File: config.mk
export PLATFORM = sky130hd
export DESIGN_NAME = cmd_adc_seq
export DESIGN_NICKNAME = d
export VERILOG_FILES = /design/src/rtl/cmdseq_pkg.sv /design/src/rtl/cmdseq_scan.sv /design/src/rtl/cmdseq_timer.sv /design/src/rtl/cmdseq_regword.sv /design/src/rtl/cmd_adc_seq.sv
export SDC_FILE = /design/constraint.sdc
export NUM_CORES = 1
export LEC_CHECK = 0
export CORE_MARGIN = 3
export CORE_UTILIZATION = 57
export DETAILED_ROUTE_END_ITERATION = 12
export PLACE_DENSITY = 0.8
export SYNTH_ARGS = -nofsm -noshare
export SYNTH_HDL_FRONTEND = slang
export SYNTH_HIERARCHICAL = 1
export SYNTH_SLANG_ARGS = --single-unit
File: constraint.sdc
create_clock -name clk -period 2.64 [get_ports clk]
set_input_delay 0.264 -clock clk [delete_from_list [all_inputs] [get_ports clk]]
set_output_delay 0.264 -clock clk [all_outputs]
set_load 0.02 [all_outputs]
File: src/rtl/cmdseq_pkg.sv
package cmdseq_pkg;

    typedef enum logic [2:0] {
        ST_IDLE,
        ST_HDR,
        ST_WR_PTR,
        ST_WR_CMD,
        ST_WR_NEWPTR,
        ST_WR_IGN,
        ST_RD_HI,
        ST_RD_LO
    } seq_state_e;

    // Layout of one result word as it leaves on the bus (high byte first)
    typedef struct packed {
        logic        alert;
        logic [2:0]  chan;
        logic [11:0] value;
    } result_t;

    localparam logic [7:0] PTR_CMD    = 8'h00;
    localparam logic [7:0] PTR_RESULT = 8'h01;

endpackage

File: src/rtl/cmdseq_scan.sv
module cmdseq_scan #(
    parameter int N_CH = 6
) (
    input  logic [7:0] mask_first,
    input  logic [7:0] mask_next,
    input  logic [2:0] cur,
    output logic [2:0] first_ch,
    output logic [2:0] next_ch
);

    logic [2:0] wrap_ch;

    // Lowest set bit of mask_first; lowest set bit of mask_next above cur,
    // falling back to its lowest set bit.
    always_comb begin
        first_ch = '0;
        wrap_ch  = '0;
        for (int i = N_CH - 1; i >= 0; i--) begin
            if (mask_first[i]) first_ch = 3'(i);
            if (mask_next[i])  wrap_ch  = 3'(i);
        end
        next_ch = wrap_ch;
        for (int i = N_CH - 1; i >= 0; i--) begin
            if (mask_next[i] && (i > int'(cur))) next_ch = 3'(i);
        end
    end

endmodule

File: src/rtl/cmdseq_timer.sv
module cmdseq_timer #(
    parameter int CYCLES = 625000
) (
    input  logic clk,
    input  logic rst_n,
    input  logic run,
    input  logic clear,
    output logic expire
);

    localparam int CW = $clog2(CYCLES + 1);

    logic [CW-1:0] cnt_q;

    assign expire = run && (cnt_q == CW'(CYCLES - 1));

    always_ff @(posedge clk or negedge rst_n) begin
        if (!rst_n) begin
            cnt_q <= '0;
        end else if (!run || clear || expire) begin
            cnt_q <= '0;
        end else begin
            cnt_q <= cnt_q + 1'b1;
        end
    end

    AST_TIMER_LIMIT: assert property (@(posedge clk) disable iff (!rst_n)
        cnt_q < CW'(CYCLES));

endmodule

File: src/rtl/cmdseq_regword.sv
module cmdseq_regword
    import cmdseq_pkg::*;
(
    input  logic [7:0] ptr,
    input  logic [7:0] mask,
    input  logic       cmd_on,
    input  result_t    live,
    output logic [15:0] word
);

    always_comb begin
        if (cmd_on || ptr == PTR_RESULT) begin
            word = live;
        end else if (ptr == PTR_CMD) begin
            word = {8'h00, mask};
        end else begin
            word = 16'h0000;
        end
    end

endmodule

File: src/rtl/cmd_adc_seq.sv
module cmd_adc_seq
    import cmdseq_pkg::*;
#(
    parameter int N_CH       = 6,
    parameter int CLK_HZ     = 125_000_000,
    parameter int TIMEOUT_US = 5000
) (
    input  logic        clk,
    input  logic        rst_n,
    input  logic        i_start,
    input  logic        i_stop,
    input  logic        i_hdr_valid,
    input  logic        i_hdr_read,
    input  logic        i_wr_valid,
    input  logic [7:0]  i_wr_data,
    input  logic        i_rd_req,
    input  logic        i_rd_ack_valid,
    input  logic        i_rd_nack,
    output logic [7:0]  o_rd_data,
    output logic        o_conv_req,
    output logic [2:0]  o_conv_ch,
    input  logic        i_conv_done,
    input  logic [11:0] i_conv_value,
    input  logic        i_alert
);

    localparam int         TO_CYC     = (CLK_HZ / 1_000_000) * TIMEOUT_US;
    localparam logic [7:0] MASK_VALID = 8'((1 << N_CH) - 1);

    seq_state_e state_q, state_d;
    logic [7:0] ptr_q, prev_ptr_q, mask_q, snap_lo_q, rd_data_q;
    logic [2:0] cur_ch_q, conv_ch_q, pend_ch_q;
    logic       cmd_on_q, conv_req_q, busy_q, pend_q;
    result_t    live_q;

    logic [7:0]  cmd_mask;
    logic [2:0]  first_ch, next_ch, want_ch;
    logic        want_req, cmd_wr, to_expire, nack_ev;
    logic [15:0] word;

    assign cmd_mask = i_wr_data & MASK_VALID;
    assign cmd_wr   = (state_q == ST_WR_CMD) && i_wr_valid;
    assign nack_ev  = i_rd_ack_valid && i_rd_nack;
    assign want_req = (cmd_wr && cmd_mask != 8'h00) ||
                      ((state_q == ST_RD_HI) && i_rd_req && cmd_on_q);
    assign want_ch  = cmd_wr ? first_ch : next_ch;

    cmdseq_scan #(.N_CH(N_CH)) u_scan (
        .mask_first (cmd_mask),
        .mask_next  (mask_q),
        .cur        (cur_ch_q),
        .first_ch   (first_ch),
        .next_ch    (next_ch)
    );

    cmdseq_timer #(.CYCLES(TO_CYC)) u_timer (
        .clk    (clk),
        .rst_n  (rst_n),
        .run    (cmd_on_q),
        .clear  (i_rd_req || cmd_wr),
        .expire (to_expire)
    );

    cmdseq_regword u_word (
        .ptr    (ptr_q),
        .mask   (mask_q),
        .cmd_on (cmd_on_q),
        .live   (live_q),
        .word   (word)
    );

    // State register
    always_ff @(posedge clk or negedge rst_n) begin
        if (!rst_n) state_q <= ST_IDLE;
        else        state_q <= state_d;
    end

    // Next state
    always_comb begin
        state_d = state_q;
        if (i_stop) begin
            state_d = ST_IDLE;
        end else if (i_start) begin
            state_d = ST_HDR;
        end else begin
            unique case (state_q)
                ST_IDLE:      state_d = ST_IDLE;
                ST_HDR:       if (i_hdr_valid) state_d = i_hdr_read ? ST_RD_HI : ST_WR_PTR;
                ST_WR_PTR:    if (i_wr_valid) state_d = (i_wr_data == PTR_CMD) ? ST_WR_CMD : ST_WR_IGN;
                ST_WR_CMD:    if (i_wr_valid) state_d = ST_WR_NEWPTR;
                ST_WR_NEWPTR: if (i_wr_valid) state_d = ST_WR_IGN;
                ST_WR_IGN:    state_d = ST_WR_IGN;
                ST_RD_HI:     if (i_rd_req) state_d = ST_RD_LO; else if (nack_ev) state_d = ST_IDLE;
                ST_RD_LO:     if (i_rd_req) state_d = ST_RD_HI; else if (nack_ev) state_d = ST_IDLE;
            endcase
        end
    end

    // Registers, command mode and converter handshake
    always_ff @(posedge clk or negedge rst_n) begin
        if (!rst_n) begin
            ptr_q      <= '0;
            prev_ptr_q <= '0;
            mask_q     <= '0;
            snap_lo_q  <= '0;
            rd_data_q  <= '0;
            cur_ch_q   <= '0;
            conv_ch_q  <= '0;
            pend_ch_q  <= '0;
            cmd_on_q   <= 1'b0;
            conv_req_q <= 1'b0;
            busy_q     <= 1'b0;
            pend_q     <= 1'b0;
            live_q     <= '0;
        end else begin
            conv_req_q <= 1'b0;
            if (i_conv_done) begin
                live_q <= '{alert: i_alert, chan: conv_ch_q, value: i_conv_value};
                busy_q <= 1'b0;
            end
            case (state_q)
                ST_WR_PTR: if (i_wr_valid) begin
                    prev_ptr_q <= ptr_q;
                    ptr_q      <= i_wr_data;
                end
                ST_WR_CMD: if (i_wr_valid) begin
                    mask_q   <= cmd_mask;
                    ptr_q    <= prev_ptr_q;
                    cmd_on_q <= (cmd_mask != 8'h00);
                end
                ST_WR_NEWPTR: if (i_wr_valid) ptr_q <= i_wr_data;
                ST_RD_HI: if (i_rd_req) begin
                    rd_data_q <= word[15:8];
                    snap_lo_q <= word[7:0];
                end
                ST_RD_LO: if (i_rd_req) rd_data_q <= snap_lo_q;
                default: ;
            endcase
            if (want_req) begin
                cur_ch_q <= want_ch;
                if (busy_q && !i_conv_done) begin
                    pend_q    <= 1'b1;
                    pend_ch_q <= want_ch;
                end else begin
                    conv_req_q <= 1'b1;
                    conv_ch_q  <= want_ch;
                    busy_q     <= 1'b1;
                end
            end else if (pend_q && i_conv_done) begin
                pend_q     <= 1'b0;
                conv_req_q <= 1'b1;
                conv_ch_q  <= pend_ch_q;
                busy_q     <= 1'b1;
            end
            if (i_stop || to_expire || nack_ev) cmd_on_q <= 1'b0;
        end
    end

    assign o_rd_data  = rd_data_q;
    assign o_conv_req = conv_req_q;
    assign o_conv_ch  = conv_ch_q;

    AST_FIRST_CONV: assert property (@(posedge clk) disable iff (!rst_n)
        cmd_wr && (cmd_mask != 8'h00) && !i_stop && !busy_q |=> o_conv_req && cmd_on_q);
    AST_NEXT_ON_HI: assert property (@(posedge clk) disable iff (!rst_n)
        (state_q == ST_RD_HI) && i_rd_req && cmd_on_q && !busy_q |=> o_conv_req);
    AST_CHAN_IN_MASK: assert property (@(posedge clk) disable iff (!rst_n)
        o_conv_req |-> mask_q[o_conv_ch]);
    AST_ZERO_MASK: assert property (@(posedge clk) disable iff (!rst_n)
        cmd_wr && (cmd_mask == 8'h00) && !pend_q |=> !cmd_on_q && !o_conv_req);
    AST_NACK_EXIT: assert property (@(posedge clk) disable iff (!rst_n)
        nack_ev && !cmd_wr |=> !cmd_on_q);
    AST_STOP_EXIT: assert property (@(posedge clk) disable iff (!rst_n)
        i_stop |=> !cmd_on_q);
    AST_TIMEOUT_EXIT: assert property (@(posedge clk) disable iff (!rst_n)
        to_expire && !cmd_wr |=> !cmd_on_q);
    AST_HOLD_RESULT: assert property (@(posedge clk) disable iff (!rst_n)
        !i_conv_done |=> $stable(live_q));
    AST_ONE_INFLIGHT: assert property (@(posedge clk) disable iff (!rst_n)
        busy_q && !i_conv_done |=> !o_conv_req);
    AST_ALERT_SAMPLE: assert property (@(posedge clk) disable iff (!rst_n)
        i_conv_done |=> live_q.alert == $past(i_alert));

endmodule

After elaboration in Yosys (flattened, before gate mapping). Index checks and enable logic that the tools add are counted. W data, S select, Z words.

Order comparisons: 5. Multiplexer cells: 55. Reduce and logical (&&, ||, !) cells: 42. Add/subtract/negate cells: 1. Eq/ne operators: 19.

Operators with widths (number): $mux W3 (32); $mux W8 (4); $pmux W8 S2 (2); $pmux W3 S8 (1); $add A20 B1 Y20 const B (1); $eq A20 B20 Y1 const B (1); $mux W20 (1); $logic_not A8 Y1 (2); $mux W16 (1); $ne A4 B4 Y1 const B (4); $reduce_and A2 Y1 (7); $logic_and A1 B1 Y1 (13); $mux W1 (13); $eq A3 B3 Y1 const B (4); $reduce_bool A2 Y1 (5); $eq A8 B1 Y1 const B (1); $ne A2 B2 Y1 const B (4); $reduce_bool A8 Y1 (1); $logic_or A1 B1 Y1 (7); $eq A3 B2 Y1 const B (2); $gt A2 B3 Y1 const A (2); $gt A3 B3 Y1 const A (2); $mux W6 (1); $reduce_and A3 Y1 (2); other kinds (7) (9).

Output and inout bits: 12. Word-level logic and storage cells: 139. Input port bits: 32. Register bits: 90.

Longest topological paths before layout.
Word-level depth: 14. Depth in mapped cells: 8. Depth with buffers taken out: 6.

Hierarchy. Netlist, hierarchy kept.

Modules (own cells, without submodules): cmd_adc_seq (seq. area each 1751.7 um^2, instances 1, cells an instance 255, area an instance 3144.3 um^2); cmdseq_timer (seq. area each 500.5 um^2, instances 1, cells an instance 107, area an instance 1041.0 um^2); cmdseq_scan (seq. area each 0.0 um^2, instances 1, cells an instance 36, area an instance 207.7 um^2); cmdseq_regword (seq. area each 0.0 um^2, instances 1, cells an instance 23, area an instance 206.4 um^2).

Worst setup path before layout. No wires, ideal clock.

Path type: flip-flop to flip-flop. From: reg u_timer.cnt_q[0]. To: reg u_timer.cnt_q[16]. Library setup time: 74 ps. Stages on the path, launching flop included: 7. Data arrival time: 1815 ps. Data required time: 2566 ps. Buffers on the path: 1. Slack: 751 ps. Period minus slack after synthesis: 1889 ps. Cells stage by stage: dfrtp_1 -> ha_1 -> nand2_2 -> or4_1 -> buf_2 -> or3_1 -> a21oi_2.

Word-level cells in the longest chain between the ends: 4. Elaborated cells between the ends (all ways): 5. Those cells by class: 1 x add/sub; 1 x eq/ne; 1 x mux; 2 x reduce/logical.

Ends and longest elaborated chain: start, declared (line cmdseq_timer.sv:13) `logic [CW-1:0] cnt_q;`; start signal, assigned (line cmdseq_timer.sv:23) `cnt_q <= cnt_q + 1'b1;`; parallel branches: the longest is 3 deep, another holds $add A20 B1 Y20; $mux W20 * (line cmdseq_timer.sv:20) `end else if (!run || clear || expire) begin`.

Mark *: on every way between the ends. A chain may end at the register's enable or synchronous reset.

Final worst setup path.
From: reg state_q[2]. To: reg conv_ch_q[1], in the netlist o_conv_ch[1].

Word-level cells in the longest chain between the ends: 6. Elaborated cells between the ends (all ways): 13. Those cells by class: 3 x eq/ne; 3 x mux; 7 x reduce/logical.

Ends and longest elaborated chain: start, declared (line cmd_adc_seq.sv:30) `seq_state_e state_q, state_d;`; start signal, assigned (line cmd_adc_seq.sv:75) `else state_q <= state_d;`; $eq A3 B2 Y1 or $eq A3 B3 Y1 (tied branches) (line cmd_adc_seq.sv:42, cmd_adc_seq.sv:45); $logic_and A1 B1 Y1, on equally long branches (line cmd_adc_seq.sv:42, cmd_adc_seq.sv:45); $logic_and A1 B1 Y1, on equally long branches (line cmd_adc_seq.sv:44, cmd_adc_seq.sv:45); $logic_or A1 B1 Y1 (line cmd_adc_seq.sv:44) `assign want_req = (cmd_wr && cmd_mask != 8'h00) ||`; $ne A2 B2 Y1 (no source line) or $reduce_bool A2 Y1 (tied branches); $reduce_and A2 Y1 (no source line); end signal, assigned (line cmd_adc_seq.sv:146) `conv_ch_q <= want_ch;`; end signal, assigned (line cmd_adc_seq.sv:152) `conv_ch_q <= pend_ch_q;`; end, declared (line cmd_adc_seq.sv:32) `logic [2:0] cur_ch_q, conv_ch_q, pend_ch_q;`.

Several ways; a longest one is shown, not always the timed one. The select of a mux whose other input is x is not followed.

==> out/results.ini <==
[flow_run]
cap_violations=0

[power_and_ir_drop]
p_leak_nw=2.27
ir_drop_mv=0.392
switching_share_pct=28.5
comb_power_share_pct=17.0
pwr-share-clk_pct=29.4
intPower_mw=2.08
switching_power_mw=0.829
power_density_nw_per_um2=552
seq_power_share_pct=53.7

[global_routing]
grt_pass1_wl_um=16300
grt_antenna_before_repair=0
grt_start_max_net_pins=49
grt_overflow=0
grt.total_usage_pct=23.0
grt_pass1_vias=3367

[finish]
antenna_cells=0
drive_gt1_share_pct=20.5
final_nets=501
syn_to_final_growth_pct=14.8
layout.cells.most_common=dfrtp_1
multi_input_area_um2=2220
nFillCells=626
seq_area_um2=2250
final_util_pct=68.0
final_cell_mix=dfrtp_1, clkdlybuf4s50_1, nor2_1

[cts]
tritoncts=yes
cts_max_level=3
cts_resized=0
clkLatencyLatePin_ns=0.36
clockBufferDepth=2
numCtsBuffers=9
clkTransAtPathRegs_ns=0.10
post-cts-setup-buffer-count=0
cts_root_buf=clkbuf_8
cts_sinks=90

[placement]
gp_congestion=0.867
post-dp-hpwl_um=6940
dpl_worst_slack_ns=0.425
io_buffers=43

[yosys]
synth_seq_cells=90
synthCells=421
synth-edff-count=0
yosysWarnings=6
synth-async-reset-ratio_pct=100
ys.flop_type=dfrtp_1
yosysSeqAreaShare_pct=49.0
synth_cell_types=64
syn_avg_cell_area_um2=10.9
synth_area_um2=4600

[route]
wirelength_um=9750
ant_nets=0
drc_errors=0
wl_per_cell_um=16.9
drt_iter0_drc=231
first_pass_iters=5
dr_total_vias=3404
vias_per_cell=5.92

[setup_path]
worstSetupStartpointType=flip-flop
crit_type=reg2reg
r2r_start=state_q[2]
cp_data_required_time_ns=2.89
timing.rr.end=o_conv_ch[1]
r2r_cells=5
setup.worst_path.end_class=flip-flop
crit_arrival_ns=2.31
rrSetupSlack_ns=0.58
critPathMaxFanout=17
crit_start=state_q[2]

[die]
dieWidth_um=95.8
num_rows=32
die_h_um=95.8
die_area_um2=9180
initial_utilization_pct=59.2
ios=44
core-area_um2=7770

[sta]
period_share_pct=78.1
whs_ns=0.442
fin_skew_ns=0.0164
maxSlewHeadroom_pct=58.4
fin_crit_ns=2.06
finalHoldViolations=0
finalWorstSetupSlack_ns=0.577
final.setup.tns_ns=0
max_freq_mhz=485
report.final.slew_viol_count=0
tightest_slew_ns=0.624
setup_viol=0
rsz0062_at_grt=false

[min_path]
hold_class=in2async

[status]
outcome=complete, no violations

-- routing by layer --
layer / GRT usage (%) / wire (um) / vias to the layer above
met5: 0 / 0 / -
met4: 7.11 / 145 / 0
met3: 5.39 / 472 / 15
met2: 38.4 / 4920 / 98
met1: 29.8 / 4210 / 1681
li1: - / - / 1610
-- critical path, stage by stage, from the launching register on --
cell	delay [ns]
dfrtp_1	0.62
nand4b_4	0.41
a21o_4	0.31
nand2_1	0.28
nor3_1	0.10
a211oi_1	0.24
-- state kept, by name (all words and copies together) (netlist names) --
signal and cells:
u_timer/cnt_q 20, o_rd_data 8, live_q 16, o_conv_req 1, ptr_q 8, prev_ptr_q 8, busy_q 1, pend_ch_q 3
mask_q 6, pend_q 1, o_conv_ch 3, cur_ch_q 3, cmd_on_q 1, state_q 3, snap_lo_q 8
-- cells in the mapped netlist, types with 4 or more instances --
cell type,instances,area share [%]
inv_1,6,0.49
a21oi_1,20,2.2
nor3_1,12,1.3
buf_4,5,0.82
xor2_1,4,0.76
and2_1,4,0.54
nor4_1,4,0.54
buf_6,4,0.98
mux2_2,39,9.5
nand2b_1,7,0.95
or3_1,5,0.68
nand4_1,4,0.54
and2_2,6,0.98
buf_2,5,0.54
nand2_1,32,2.6
xnor2_1,9,1.7
mux2i_1,20,4.4
nor2_1,41,3.3
dfrtp_1,90,49
o21ai_0,25,2.7
nand3_1,10,1.1
a22o_2,8,1.7
-- repair_timing --
| item | in CTS | in global routing |
|---|---|---|
| endpoints found under the hold margin | 46 | 0 |
| hold buffers | 1 | 0 |
| setup endpoints to repair | 0 | 0 |
-- cell families after synthesis --
group	Yosys count	share of synthesized area, %
simple gates	156	19.0
buf+inv	21	2.91
fa+ha+maj	1	0.272
xor+xnor	13	2.48
flops	90	49.0
mux	59	13.9
compound gates	80	12.4
other cells	1	0.0815
-- power groups by stage --
stage          Sequential (mW)  Clock, mW  Combinational, mW
2_1_floorplan             1.56          0              0.331
3_3_place_gp              1.58          0              0.475
3_5_place_dp              1.59          0              0.490
4_1_cts                   1.56      0.874              0.495
5_1_grt                   1.58      0.936              0.544
6_report                  1.56      0.856              0.495
-- through the flow --
| step | power (mW) | area [um2] | std cells |
|---|---|---|---|
| 2_1_floorplan | 1.89 | 4600 | 422 |
| 3_3_place_gp | 2.06 | 5090 | 558 |
| 3_5_place_dp | 2.08 | 5090 | 558 |
| 4_1_cts | 2.93 | 5280 | 575 |
| 5_1_grt | 3.06 | 5280 | 575 |
| 6_report | 2.91 | 5280 | 575 |
-- cell type report --
class / count / share of cell area [%]
clock buffer: 11 / 2.68
multi-input combinational: 311 / 42.0
sequential: 90 / 42.6
clock inverter: 5 / 0.711
inverter: 6 / 0.426
timing repair buffer: 50 / 9.14
tap: 102 / 2.42
-- worst max path at each step --
stage                              endpoint  slack, ns  depth (start not counted)
after floorplan           u_timer/cnt_q[16]       0.75                          6
after global placement         o_conv_ch[2]       0.55                          6
after detailed placement       o_conv_ch[1]       0.42                          6
after CTS                      o_conv_ch[1]       0.59                          5
after global routing           o_conv_ch[1]       0.43                          5
final                          o_conv_ch[1]       0.58                          5
Power figures use the tool's default switching activity.
